<file path="src/rtl/gtw_pkg.sv">
package gtw_pkg;

    localparam int DW      = 32;
    localparam int AW      = 4;
    localparam int CW      = 2 * DW;
    localparam int CTRL_W  = 3;
    localparam int CWST_W  = 2;
    localparam int GWST_W  = 4;

    localparam int CTRL_RUN  = 0;
    localparam int CTRL_EN   = 1;
    localparam int CTRL_AUTO = 2;

    typedef enum logic [AW-1:0] {
        A_CNT_LO = 4'd0,
        A_CNT_HI = 4'd1,
        A_CMP_LO = 4'd2,
        A_CMP_HI = 4'd3,
        A_INCR   = 4'd4,
        A_CTRL   = 4'd5,
        A_IEN    = 4'd6,
        A_ISTAT  = 4'd7,
        A_CWST   = 4'd8,
        A_GWST   = 4'd9
    } reg_addr_e;

    typedef enum logic [2:0] {
        T_CNT_LO = 3'd0,
        T_CNT_HI = 3'd1,
        T_CMP_LO = 3'd2,
        T_CMP_HI = 3'd3,
        T_INCR   = 3'd4,
        T_CTRL   = 3'd5
    } tgt_e;

    localparam int NTGT = 6;

    typedef struct packed {
        logic          valid;
        tgt_e          tgt;
        logic [DW-1:0] data;
    } commit_t;

    function automatic commit_t classify(input logic wr,
                                         input logic [AW-1:0] a,
                                         input logic [DW-1:0] d);
        commit_t c;
        c.valid = 1'b0;
        c.tgt   = T_CNT_LO;
        c.data  = d;
        if (wr) begin
            case (a)
                A_CNT_LO: begin c.valid = 1'b1; c.tgt = T_CNT_LO; end
                A_CNT_HI: begin c.valid = 1'b1; c.tgt = T_CNT_HI; end
                A_CMP_LO: begin c.valid = 1'b1; c.tgt = T_CMP_LO; end
                A_CMP_HI: begin c.valid = 1'b1; c.tgt = T_CMP_HI; end
                A_INCR:   begin c.valid = 1'b1; c.tgt = T_INCR;   end
                A_CTRL:   begin c.valid = 1'b1; c.tgt = T_CTRL;   end
                default:  c.valid = 1'b0;
            endcase
        end
        return c;
    endfunction

    function automatic logic [NTGT-1:0] strobes(input commit_t c);
        logic [NTGT-1:0] s;
        s = '0;
        if (c.valid) s[c.tgt] = 1'b1;
        return s;
    endfunction

endpackage

</file>
<file path="src/rtl/gtw_commit_pipe.sv">
module gtw_commit_pipe
    import gtw_pkg::*;
#(
    parameter int LAT = 3
) (
    input  logic    clk,
    input  logic    rst,
    input  commit_t in_c,
    output commit_t out_c
);
    commit_t stg [LAT];

    genvar g;
    generate
        for (g = 0; g < LAT; g++) begin : g_stage
            if (g == 0) begin : g_head
                always_ff @(posedge clk) begin
                    if (rst) stg[0] <= '0;
                    else     stg[0] <= in_c;
                end
            end else begin : g_body
                always_ff @(posedge clk) begin
                    if (rst) stg[g] <= '0;
                    else     stg[g] <= stg[g-1];
                end
            end
        end
    endgenerate

    assign out_c = stg[LAT-1];
endmodule

</file>
<file path="src/rtl/gtw_counter.sv">
module gtw_counter
    import gtw_pkg::*;
(
    input  logic          clk,
    input  logic          rst,
    input  logic          run,
    input  logic          wr_lo,
    input  logic          wr_hi,
    input  logic [DW-1:0] wdata,
    output logic [CW-1:0] cnt
);
    always_ff @(posedge clk) begin
        if (rst) begin
            cnt <= '0;
        end else if (wr_lo || wr_hi) begin
            if (wr_lo) cnt[DW-1:0]  <= wdata;
            if (wr_hi) cnt[CW-1:DW] <= wdata;
        end else if (run) begin
            cnt <= cnt + CW'(1);
        end
    end
endmodule

</file>
<file path="src/rtl/gtw_comparator.sv">
module gtw_comparator
    import gtw_pkg::*;
(
    input  logic          clk,
    input  logic          rst,
    input  logic [CW-1:0] cnt,
    input  logic          run,
    input  logic          en,
    input  logic          auto_inc,
    input  logic [DW-1:0] incr,
    input  logic          wr_lo,
    input  logic          wr_hi,
    input  logic [DW-1:0] wdata,
    output logic [CW-1:0] cmp,
    output logic          hit
);
    assign hit = run && en && (cnt == cmp);

    always_ff @(posedge clk) begin
        if (rst) begin
            cmp <= '0;
        end else if (wr_lo || wr_hi) begin
            if (wr_lo) cmp[DW-1:0]  <= wdata;
            if (wr_hi) cmp[CW-1:DW] <= wdata;
        end else if (hit && auto_inc) begin
            cmp <= cmp + {{(CW-DW){1'b0}}, incr};
        end
    end
endmodule

</file>
<file path="src/rtl/gtw_wstat.sv">
module gtw_wstat #(
    parameter int N = 4
) (
    input  logic         clk,
    input  logic         rst,
    input  logic [N-1:0] set,
    input  logic         clr_we,
    input  logic [N-1:0] clr_mask,
    output logic [N-1:0] bits
);
    logic [N-1:0] clr_eff;
    assign clr_eff = clr_we ? clr_mask : '0;

    always_ff @(posedge clk) begin
        if (rst) bits <= '0;
        else     bits <= (bits & ~clr_eff) | set;
    end
endmodule

</file>
<file path="src/rtl/gtimer_wack.sv">
module gtimer_wack
    import gtw_pkg::*;
#(
    parameter int COMMIT_LAT = 3
) (
    input  logic          clk,
    input  logic          rst,
    input  logic          bus_sel,
    input  logic          bus_we,
    input  logic [AW-1:0] bus_addr,
    input  logic [DW-1:0] bus_wdata,
    output logic [DW-1:0] bus_rdata,
    output logic          irq
);
    logic            wr;
    commit_t         req_c;
    commit_t         cmt;
    logic [NTGT-1:0] cstb;

    logic [CW-1:0]     cnt;
    logic [CW-1:0]     cmp;
    logic              hit;
    logic [DW-1:0]     incr_q;
    logic [CTRL_W-1:0] ctrl_q;
    logic              ien_q;
    logic              istat_q;
    logic [CWST_W-1:0] cwst;
    logic [GWST_W-1:0] gwst;

    logic run_w, en_w, auto_w;
    logic cnt_wr, cmp_wr;

    assign wr    = bus_sel && bus_we;
    assign req_c = classify(wr, bus_addr, bus_wdata);

    gtw_commit_pipe #(.LAT(COMMIT_LAT)) u_pipe (
        .clk   (clk),
        .rst   (rst),
        .in_c  (req_c),
        .out_c (cmt)
    );

    assign cstb   = strobes(cmt);
    assign run_w  = ctrl_q[CTRL_RUN];
    assign en_w   = ctrl_q[CTRL_EN];
    assign auto_w = ctrl_q[CTRL_AUTO];
    assign cnt_wr = cstb[T_CNT_LO] || cstb[T_CNT_HI];
    assign cmp_wr = cstb[T_CMP_LO] || cstb[T_CMP_HI];

    gtw_counter u_cnt (
        .clk   (clk),
        .rst   (rst),
        .run   (run_w),
        .wr_lo (cstb[T_CNT_LO]),
        .wr_hi (cstb[T_CNT_HI]),
        .wdata (cmt.data),
        .cnt   (cnt)
    );

    gtw_comparator u_cmp (
        .clk      (clk),
        .rst      (rst),
        .cnt      (cnt),
        .run      (run_w),
        .en       (en_w),
        .auto_inc (auto_w),
        .incr     (incr_q),
        .wr_lo    (cstb[T_CMP_LO]),
        .wr_hi    (cstb[T_CMP_HI]),
        .wdata    (cmt.data),
        .cmp      (cmp),
        .hit      (hit)
    );

    always_ff @(posedge clk) begin
        if (rst) begin
            incr_q <= '0;
            ctrl_q <= '0;
        end else begin
            if (cstb[T_INCR]) incr_q <= cmt.data;
            if (cstb[T_CTRL]) ctrl_q <= cmt.data[CTRL_W-1:0];
        end
    end

    always_ff @(posedge clk) begin
        if (rst) begin
            ien_q   <= 1'b0;
            istat_q <= 1'b0;
        end else begin
            if (wr && bus_addr == A_IEN) ien_q <= bus_wdata[0];
            istat_q <= hit || (istat_q && !(wr && bus_addr == A_ISTAT && bus_wdata[0]));
        end
    end

    gtw_wstat #(.N(CWST_W)) u_cwst (
        .clk      (clk),
        .rst      (rst),
        .set      ({cstb[T_CNT_HI], cstb[T_CNT_LO]}),
        .clr_we   (wr && bus_addr == A_CWST),
        .clr_mask (bus_wdata[CWST_W-1:0]),
        .bits     (cwst)
    );

    gtw_wstat #(.N(GWST_W)) u_gwst (
        .clk      (clk),
        .rst      (rst),
        .set      ({cstb[T_CTRL], cstb[T_INCR], cstb[T_CMP_HI], cstb[T_CMP_LO]}),
        .clr_we   (wr && bus_addr == A_GWST),
        .clr_mask (bus_wdata[GWST_W-1:0]),
        .bits     (gwst)
    );

    assign irq = istat_q && ien_q;

    always_comb begin
        bus_rdata = '0;
        case (bus_addr)
            A_CNT_LO: bus_rdata = cnt[DW-1:0];
            A_CNT_HI: bus_rdata = cnt[CW-1:DW];
            A_CMP_LO: bus_rdata = cmp[DW-1:0];
            A_CMP_HI: bus_rdata = cmp[CW-1:DW];
            A_INCR:   bus_rdata = incr_q;
            A_CTRL:   bus_rdata = {{(DW-CTRL_W){1'b0}}, ctrl_q};
            A_IEN:    bus_rdata = {{(DW-1){1'b0}}, ien_q};
            A_ISTAT:  bus_rdata = {{(DW-1){1'b0}}, istat_q};
            A_CWST:   bus_rdata = {{(DW-CWST_W){1'b0}}, cwst};
            A_GWST:   bus_rdata = {{(DW-GWST_W){1'b0}}, gwst};
            default:  bus_rdata = '0;
        endcase
    end
endmodule

</file>
<file path="config.mk">
export PLATFORM = sky130hd
export DESIGN_NAME = gtimer_wack
export DESIGN_NICKNAME = d
export VERILOG_FILES = /design/src/rtl/gtw_pkg.sv /design/src/rtl/gtw_commit_pipe.sv /design/src/rtl/gtw_counter.sv /design/src/rtl/gtw_comparator.sv /design/src/rtl/gtw_wstat.sv /design/src/rtl/gtimer_wack.sv
export SDC_FILE = /design/constraint.sdc
export NUM_CORES = 1
export LEC_CHECK = 0
export ABC_AREA = 1
export BUFFER_PORTS_ARGS = -buffer_cell sky130_fd_sc_hd__buf_4
export CORE_MARGIN = 2
export CORE_UTILIZATION = 30
export CTS_BUF_LIST = sky130_fd_sc_hd__clkbuf_8
export CTS_CLUSTER_SIZE = 8
export DETAILED_ROUTE_END_ITERATION = 7
export GPL_TIMING_DRIVEN = 0
export HOLD_SLACK_MARGIN = 0.15
export PLACE_DENSITY = 0.45
export RECOVER_POWER = 50
export SYNTH_ARGS = -nofsm -noshare
export SYNTH_HDL_FRONTEND = slang
export SYNTH_SLANG_ARGS = --single-unit
</file>
<file path="constraint.sdc">
create_clock -name clk -period 6.7 [get_ports clk]
set_clock_uncertainty 0.2 [all_clocks]
set_input_delay 1.34 -clock clk [delete_from_list [all_inputs] [get_ports clk]]
set_output_delay 1.34 -clock clk [all_outputs]
set_load 0.02 [all_outputs]
</file>
# --- Word level (Yosys, flattened, before mapping) ---
# Memories as Yosys holds them, arrays and structs flattened.
# Index checks and enable logic that the tools add are counted.
op_classes:
  add_sub_neg: 2
  order_cmp: 2
  eq_ne: 14
  muxes: 23
  bitwise_logic: 9
  reduce_logical: 24
ops:
  columns: ["operator", "n"]
  rows:
  - ["case mux 32 bit (10 select lines)", 1]
  - ["2-to-1 mux 64 bit", 4]
  - ["2-to-1 mux 32 bit", 4]
  - ["2-to-1 mux 36 bit", 3]
  - ["adder 64 x 1 -> 64 bit, second input constant", 1]
  - ["adder 64 x 32 -> 64 bit", 1]
  - ["equality test 64 bit", 1]
  - ["equality test 4 x 3 -> 1 bit, second input constant", 4]
  - ["case mux 3 bit (5 select lines)", 1]
  - ["logical AND 1 bit", 12]
  - ["equality test 4 x 2 -> 1 bit, second input constant", 2]
  - ["equality test 4 bit, second input constant", 2]
  - ["2-to-1 mux 4 bit", 2]
  - ["inequality test 2 bit, second input constant", 4]
  - ["AND reduction 2 bit", 4]
  - ["2-to-1 mux 6 bit", 1]
  - ["OR reduction 6 bit", 1]
  - ["2-to-1 mux 1 bit", 5]
  - ["bitwise AND 4 bit", 1]
  - ["equality test 4 x 1 -> 1 bit, second input constant", 1]
  - ["logical NOT 4 bit", 1]
  - ["less-than comparator 3 x 4 -> 1 bit, second input constant", 1]
  - ["inverter 4 bit", 1]
  - ["bitwise OR 4 bit", 1]
  - ["other kinds (10)", 15]
word_totals:
  register_bits: 171
  ramBits: 108
  inputBits: 40
  mem_count: 1
memory_table:
  columns: ["memory", "words", "width", "read_ports", "rd_clocked_by_memory_dff", "wr", "line", "source"]
  rows:
  - ["u_pipe.stg", 3, 36, 3, 0, 3, "gtw_commit_pipe.sv:11", "commit_t stg [LAT];"]

# --- Depth between registers and ports, before layout ---
# Gate-level depths: netlist of run 1.
depth:
  ltp_word: 8
  ltp_mapped: 16
  depth_no_buf: 16

# --- Modules after synthesis ---
# A second synthesis of run 1 with hierarchy kept.
unflattened:
  cells_unflattened: 3429
  area_unflattened_um2: 19099.6
by_module_without_submodules:
  columns: ["module", "instances", "cells_per_inst", "area_per_inst_um2", "seq_area_each_um2"]
  rows:
  - ["gtw_comparator", 1, 1664, 8202.9, 1281.2]
  - ["gtw_counter", 1, 853, 4788.3, 1281.2]
  - ["gtw_commit_pipe", 1, 336, 3057.9, 2162.1]
  - ["gtimer_wack", 1, 546, 2832.7, 740.7]
  - ["gtw_wstat (u_gwst)", 1, 20, 145.1, 80.1]
  - ["gtw_wstat (u_cwst)", 1, 10, 72.6, 40.0]

# --- Worst setup path after synthesis of run 1 ---
# OpenSTA, ideal clock, no wires.
synth_path:
  path_type: "input -> output"
  startpoint: "input bus_addr[1]"
  endpoint: "output bus_rdata[16]"
  arrival_ps: 2901
  t_required_ps: 5160
  slack_ps: 2259
  cell_stages: 7
  path_cell_list: "clkbuf_1 -> nor2_1 -> inv_1 -> nor2_1 -> clkinv_1 -> clkbuf_1 -> o21ai_0"
synth_via:
  elab_chain_len: 2
  elab_cells_between_ends: 11
synth_rtl:
  columns: ["element", "line", "source"]
  rows:
  - ["start, declared", "gtimer_wack.sv:10", "input logic [AW-1:0] bus_addr,"]
  - ["equality test 4 bit (tied with other cells)", "gtimer_wack.sv:117", "case (bus_addr)"]
  - ["case mux 32 bit (10 select lines) *", "gtimer_wack.sv:117", null]
  - ["end, declared", "gtimer_wack.sv:12", "output logic [DW-1:0] bus_rdata,"]
# Every way passes the cells marked *; elsewhere a longest branch is shown, timed or not.

# --- Worst setup path in the final report of run 1 ---
layout_path:
  startpoint: "input bus_addr[1]"
  endpoint: "output bus_rdata[10]"
# The elaborated chain is that of the path after synthesis.

==> results.yml, run 1 <==
status:
  status: "finished clean"
setup_path:
  startpoint_type: "primary input"
  path_delay_family: "buffers and inverters"
  critPathCaptureType: "output port"
  arrival_ps: 4300
  crit_buf_inv: 5
  required_ps: 5160
  crit_path_top_delay_cell: "o221ai_1"
  cp_max_fo: 10
  path_cells: "clkbuf_1, nor2_1, inv_1, nor2_1, clkinv_1, clkbuf_1, o221ai_1, buf_4"
  critPathKind: "primary input to output port"
  critPathMaxStageDelay_ps: 660
  rr_startpoint: "u_cmp.cmp[33]"
  critical_path.startpoint: "bus_addr[1]"
global_routing:
  grt_pass1_vias: 20400
  grt_pass1_wl_mm: 145
  grt_use_total_pct: 32.5
  antenna_found_initial: 1
  grt_overflow: 0
  grt_max_degree: 19
floorplanning:
  num_rows: 90
  core_area_um2: 60000
  die_w_um: 250
  pin_count: 73
  initial_core_util_pct: 30.2
  die_h_um: 250
  die-area_um2: 62400
cells_and_area:
  fin_nets: 3295
  syn_to_final_growth_pct: 14.9
  final_area_um2: 20800
  final_common_cell: "nand2_1"
  drive_gt1_share_pct: 6.04
  final_cell_mix: "nand2_1 (842), nor2_1 (557), inv_1 (474)"
logic_synthesis:
  synth.avg_cell_area_um2: 5.86
  ys.flop_type: "dfxtp_1"
  synth_edf_count: 0
  ys_seq_area_share_pct: 30.8
  synth.ff_latch_count: 279
  syn_nets: 3169
  yosys_warnings: 0
  async_reset_ff_share_pct: 0
  synth_cells: 3095
  ys_types: 45
  mappedNetlistArea_um2: 18100
routing:
  dr_total_vias: 21200
  routed_wl_mm: 103
  ant_nets: 0
  first_pass_iters: 5
  wl_per_cell_um: 25.5
  drt_iter0_markers: 1754
  vias_per_cell: 5.23
  drc_errors: 0
power:
  p_leak_nw: 9.45
  ir_worst_vdd_mv: 0.152
  pwr_density_cell_nw_per_um2: 181
clocking:
  cts.reportedPaths.clkPinSlew_ps: 60
  root_buffer: "clkbuf_8"
  cts_resized: 0
  cts_buffers: 54
  cts-hold-fix-buffers: 0
  cts_tree: "done"
  cts_setup_buffers: 0
  htree_levels: 2
  clk_latency_ps: 710
  clockBufferDepth: 3
  clock_sinks: 279
timing:
  slew-limit-headroom_pct: 21.8
  rsz0062_at_grt: "false"
  fin_hold_ws_ps: 195
  hold_viol_final: 0
  setup_viol: 0
  drv_slew: 0
  max_freq_mhz: 171
  period_needed_ps: 5840
  tns_ps: 0
  finalCritPeriodShare_pct: 87.1
  tightestPinTransition_ps: 1160
placement:
  place_congestion: 1.03
  place_area_um2: 19600
  portBuffers: 70
  hpwl_mm: 86.4
min_path:
  hp-start: "u_pipe.stg[0][7]"
  hp-class: "register to register"
flow_run:
  cap_violations: 0
[final timing paths]
kind                      endpoint  slack, ps  depth (start not counted)
setup reg to reg     u_cmp.cmp[38]       2770                         14
setup / recovery     bus_rdata[10]        860                          8
hold reg to reg   u_pipe.stg[1][7]        190                          2
hold / removal    u_pipe.stg[1][7]        190                          2
[synthesized netlist by cell type, types with 13 or more instances]
cell type | number | share of area [%]
ha_1 | 33 | 2.3
dfxtp_1 | 279 | 31
nand4_1 | 43 | 1.5
nand2_1 | 842 | 17
clkbuf_1 | 77 | 1.6
inv_2 | 13 | 0.27
nand3_1 | 139 | 3.8
nor3_1 | 51 | 1.4
xor2_1 | 48 | 2.3
o221ai_1 | 16 | 0.77
nor2_1 | 556 | 12
o21ai_0 | 223 | 6.2
o22ai_1 | 30 | 1.0
a21oi_1 | 134 | 3.7
a221oi_1 | 22 | 1.1
buf_2 | 15 | 0.41
a31oi_1 | 32 | 1.1
inv_1 | 459 | 9.5
[state kept, by name, summed over array words and instances, names as in the netlist]
name	cells
u_pipe.stg	108
u_cmp.cmp	64
u_cnt.cnt	64
incr_q	32
u_gwst.bits	4
ctrl_q	3
u_cwst.bits	2
ien_q	1
istat_q	1
[area by class of cell]
cell class,count,area [um^2]
multi-input combinational,2239,10300
inverter,474,1780
buffer,103,420
clock buffer,64,881
fill,6897,39200
sequential,279,5590
antenna,1,2.50
timing repair buffer,70,526
tap,782,978
clock inverter,31,313
[where the power goes]
part / switching [mW] / total, mW / internal [mW]
clock: 0.852 / 1.93 / 1.07
combinational: 0.0936 / 0.131 / 0.0378
sequential: 0.0200 / 1.71 / 1.69
total: 0.965 / 3.76 / 2.80
[per-layer routing]
layer	share of wire (%)	GRT usage, %	wire length (um)
met1	42	40.4	43100
met2	45	53.6	46500
met3	5.9	3.72	6060
met4	7.3	20.3	7510
met5	0	0	0
[cells by family after synthesis]
group,Yosys count,share of synthesized area (%)
AOI/OAI and AO/OA,479,14.7
xor gates and xnor gates,58,2.80
adders and majority gates,34,2.39
and+or+nand+nor,1668,37.1
DFF,279,30.8
buffers and inverters,577,12.1
[through the flow]
stage / util, % / power, mW / std cells / setup WS (ps)
floorplan: - / 1.80 / 3095 / 2260
global placement: 32.7 / 1.87 / 3947 / 984
global route: 34.7 / 3.88 / 4042 / 936
finish: 34.7 / 3.76 / 4043 / 864
CTS: 34.7 / 3.80 / 4042 / 968
detailed placement: 32.7 / 1.87 / 3947 / 973
[tightest hold or removal path, delay by kind of cell (launching register included)]
family | cells | cell delay (ps)
buffers and inverters | 1 | 40
flip-flops | 1 | 290
AND/OR/NAND/NOR | 1 | 30
Power figures use the tool's default switching activity.
==> run 2, diff against run 1 <==
clock period = 5.6 ns   (was 6.7 ns; I/O delays follow)
==> results.yml, run 2 (synthesis gave the netlist of run 1 again) <==
power:
  p_leak_nw: 9.45
  ir_worst_vdd_mv: 0.182
  fin_total_pwr_mw: 4.50
  pwr_density_cell_nw_per_um2: 216
  seqPwrFrac_pct: 45.3
  power.internal_mw: 3.35
  p_comb_share_pct: 3.5
  power_switching_mw: 1.16
  switching_share_pct: 25.7
  clkPwrFrac_pct: 51.2
setup_path:
  timing.rr.end: "u_cmp.cmp[38]"
  rr_startpoint: "u_cmp.cmp[33]"
  cp_max_fo: 10
  arrival_ps: 4050
  critPathKind: "primary input to output port"
  r2r_setup_slack_ps: 1660
  reg2regPathDepth: 14
  startpoint_type: "primary input"
  critPathCaptureType: "output port"
  required_ps: 4280
global_routing:
  grt_pass1_vias: 20400
  grt_pass1_wl_mm: 145
  grt_use_total_pct: 32.5
  grt_overflow: 0
  grt_max_degree: 19
  antenna_found_initial: 1
cells_and_area:
  drive_gt1_share_pct: 6.07
  final_common_cell: "nand2_1"
  top_register: "u_pipe.stg"
  fillers: 6894
  final_core_util_pct: 34.7
  final_area_um2: 20800
  reg_top3: "u_pipe.stg x108, u_cmp.cmp x64, u_cnt.cnt x64"
  seq_area_um2: 5590
  final_cell_mix: "nand2_1 (842), nor2_1 (557), inv_1 (474)"
  largest_reg_flops: 108
  fin_nets: 3295
  syn_to_final_growth_pct: 14.9
  multi_input_area_um2: 10300
floorplanning:
  core_area_um2: 60000
  die_w_um: 250
  pin_count: 73
  die_h_um: 250
  initial_core_util_pct: 30.2
  num_rows: 90
  die-area_um2: 62400
min_path:
  min_to: "u_pipe.stg[1][7]"
  hold_depth: 2
  hp-class: "register to register"
  hp-start: "u_pipe.stg[0][7]"
status:
  status: "finished clean"
clocking:
  cts-hold-fix-buffers: 0
  cts_resized: 0
  clock_sinks: 279
  cts_setup_buffers: 0
  cts_tree: "done"
  htree_levels: 2
  cts_buffers: 54
  root_buffer: "clkbuf_8"
  clockBufferDepth: 3
  clk_latency_ps: 710
  cts.reportedPaths.clkPinSlew_ps: 60
routing:
  first_pass_iters: 5
  wl_per_cell_um: 25.5
  dr_total_vias: 21100
  drt_iter0_markers: 1830
  vias_per_cell: 5.23
  ant_nets: 0
  drc_errors: 0
  routed_wl_mm: 103
placement:
  place_congestion: 1.03
  portBuffers: 70
  dpl_worst_slack_ps: 313
  place_area_um2: 19600
  hpwl_mm: 86.4
timing:
  setup_viol: 0
  tightestPinTransition_ps: 1150
  tns_ps: 0
  worst_slack_ps: 234
  finalCritPeriodShare_pct: 95.8
  hold_viol_final: 0
  drv_slew: 0
  period_needed_ps: 5370
  max_freq_mhz: 186
  slew-limit-headroom_pct: 22.6
  rsz0062_at_grt: "false"
flow_run:
  cap_violations: 0
-- run 2: routing by layer --
metal	track usage, %	vias to the layer above	wire, um
met2	53.6	923	46600
met3	3.72	251	6450
met5	0	-	0
met4	20.3	0	7520
met1	40.4	9910	42700
li1	-	10100	-
-- run 2: final cells by class --
| cell class | count | share of cell area (%) |
|---|---|---|
| inverter | 474 | 8.54 |
| buffer | 103 | 2.02 |
| clock buffer | 64 | 4.23 |
| sequential | 279 | 26.8 |
| tap | 782 | 4.70 |
| clock inverter | 31 | 1.50 |
| multi-input combinational | 2239 | 49.6 |
| antenna | 1 | 0.0120 |
| timing repair buffer | 70 | 2.52 |
-- run 2: per-stage QoR --
stage / hold WS, ps / cells
after detailed placement: 192 / 3947
after floorplan: 188 / 3095
after global placement: 189 / 3947
after CTS: 197 / 4042
after global routing: 210 / 4042
final: 195 / 4043
-- run 2: worst max-delay path, cell delays in order --
cell	delay (ps)
clkbuf_1	170
nor2_1	270
inv_1	100
nor2_1	390
clkinv_1	580
clkbuf_1	480
o221ai_1	650
buf_4	260
-- run 2: power by group through the flow --
stage                     Sequential, mW  Combinational [mW]  Clock [mW]
after global routing                2.04               0.172        2.43
after floorplan                     2.07              0.0804           0
after detailed placement            2.08               0.158           0
after CTS                           2.04               0.158        2.35
final                               2.04               0.157        2.31
after global placement              2.08               0.157           0
-- run 2: worst max-delay path by stage --
stage	slack (ps)	endpoint	cells past startpoint	startpoint
4_1_cts	310	bus_rdata[10]	8	bus_addr[1]
5_1_grt	280	bus_rdata[10]	8	bus_addr[1]
3_3_place_gp	320	bus_rdata[10]	8	bus_addr[1]
6_report	230	bus_rdata[10]	8	bus_addr[1]
3_5_place_dp	310	bus_rdata[10]	8	bus_addr[1]
2_1_floorplan	1600	bus_rdata[16]	7	bus_addr[1]
==> run 3, diff against run 2 <==
PLACE_DENSITY = unset   (was 0.45)
==> results.yml, run 3 (synthesis gave the netlist of run 1 again) <==
timing:
  setup_viol: 0
  period_needed_ps: 5140
  slew-limit-headroom_pct: 29.3
  drv_slew: 0
  finalCritPeriodShare_pct: 91.8
  hold_viol_final: 0
  rsz0062_at_grt: "false"
  max_freq_mhz: 194
  tightestPinTransition_ps: 1050
  tns_ps: 0
cells_and_area:
  final_core_util_pct: 34.4
  largest_reg_flops: 108
  fillers: 6833
  multi_input_area_um2: 10300
  seq_area_um2: 5590
  top_register: "u_pipe.stg"
  reg_top3: "u_pipe.stg x108, u_cmp.cmp x64, u_cnt.cnt x64"
  instances_no_fill: 4033
  drive_gt1_share_pct: 5.75
  syn_to_final_growth_pct: 13.9
  fin_nets: 3292
  final_common_cell: "nand2_1"
  final_cell_mix: "nand2_1 (842), nor2_1 (556), inv_1 (476)"
routing:
  drt_iter0_markers: 2974
  dr_total_vias: 21800
  routed_wl_mm: 97.5
  wl_per_cell_um: 24.2
  ant_nets: 0
  vias_per_cell: 5.40
  first_pass_iters: 6
  drc_errors: 0
setup_path:
  rr_startpoint: "u_cmp.cmp[44]"
  critPathKind: "primary input to output port"
  critical_path.startpoint: "bus_addr[1]"
  cp_max_fo: 10
  critPathMaxStageDelay_ps: 660
  arrival_ps: 3820
  startpoint_type: "primary input"
  path_cells: "clkbuf_1, nor2_1, inv_1, nor2_1, clkinv_1, clkbuf_1, o21ai_0, buf_4"
  critPathCaptureType: "output port"
  timing.rr.end: "u_cmp.cmp[5]"
  r2r_setup_slack_ps: 1950
  crit_path_top_delay_cell: "o21ai_0"
  cp-endpoint: "bus_rdata[16]"
  reg2regPathDepth: 14
  required_ps: 4280
floorplanning:
  die-area_um2: 62400
  num_rows: 90
  initial_core_util_pct: 30.2
  die_h_um: 250
  pin_count: 73
  die_w_um: 250
  core_area_um2: 60000
placement:
  place_congestion: 1.06
  portBuffers: 70
  hpwl_mm: 79.9
  place_inst: 3947
global_routing:
  grt_overflow: 0
  antenna_found_initial: 1
  grt_pass1_vias: 20100
  grt_pass1_wl_mm: 138
  grt_max_degree: 16
  grt_use_total_pct: 30.4
clocking:
  cts_tree: "done"
  cts_buffers: 51
  htree_levels: 2
  cts_setup_buffers: 0
  clockBufferDepth: 3
  root_buffer: "clkbuf_8"
  clock_sinks: 279
  cts-hold-fix-buffers: 0
  cts.reportedPaths.clkPinSlew_ps: 60
  cts_resized: 0
  clk_latency_ps: 680
min_path:
  hp-class: "register to register"
power:
  ir_worst_vdd_mv: 0.218
  p_leak_nw: 9.36
  pwr_density_cell_nw_per_um2: 205
status:
  status: "finished clean"
flow_run:
  cap_violations: 0
run 3: cell count changes in the layout (fill, tap and decap cells not counted), sizes merged:
cell      before  now
clkbuf       147  141
clkinv        14    9
inv          486  487
bufinv         5    3
clkinvlp       0    2
run 3: where the power goes:
group	total (mW)	internal (mW)	switching, mW
clock network	2.04	1.08	0.953
logic	0.154	0.0453	0.109
registers	2.04	2.02	0.0254
total	4.23	3.15	1.09
run 3: final cells by class:
type	count	area share, %
antenna	1	0.0121
buffer	103	2.04
clock buffer	58	3.87
clock inverter	27	1.07
inverter	474	8.62
multi-input combinational	2239	50.1
sequential	279	27.0
tap	782	4.74
timing repair buffer	70	2.54
run 3: worst min-delay path by stage:
stage | depth (start not counted) | slack [ps] | from | endpoint
after floorplan | 2 | 190 | u_pipe.stg[0][0] | u_pipe.stg[1][0]
after detailed placement | 2 | 190 | u_pipe.stg[1][8] | u_pipe.stg[2][8]
final | 2 | 200 | u_pipe.stg[1][22] | u_pipe.stg[2][22]
after global routing | 2 | 210 | u_pipe.stg[1][23] | u_pipe.stg[2][23]
after global placement | 2 | 190 | u_pipe.stg[1][2] | u_pipe.stg[2][2]
after CTS | 2 | 200 | u_pipe.stg[1][29] | u_pipe.stg[2][29]
run 3: worst max-delay path, delay by kind of cell:
kind / cells / cell delay [ps]
buf+inv: 5 / 1410
compound gates: 1 / 660
simple gates: 2 / 610
run 3: per-layer routing:
| metal | global-route usage, % | wire, um |
|---|---|---|
| met1 | 40.0 | 39700 |
| met2 | 46.1 | 41000 |
| met3 | 6.05 | 10400 |
| met4 | 17.7 | 6440 |
| met5 | 0 | 0 |
run 3: metrics by stage:
step	instance area, um^2	setup slack [ps]	power, mW	hold slack (ps)
6_report	20700	457	4.23	197
3_3_place_gp	19600	626	2.23	191
4_1_cts	20700	704	4.24	197
3_5_place_dp	19600	718	2.23	193
2_1_floorplan	18100	1600	2.15	188
5_1_grt	20700	429	4.35	209
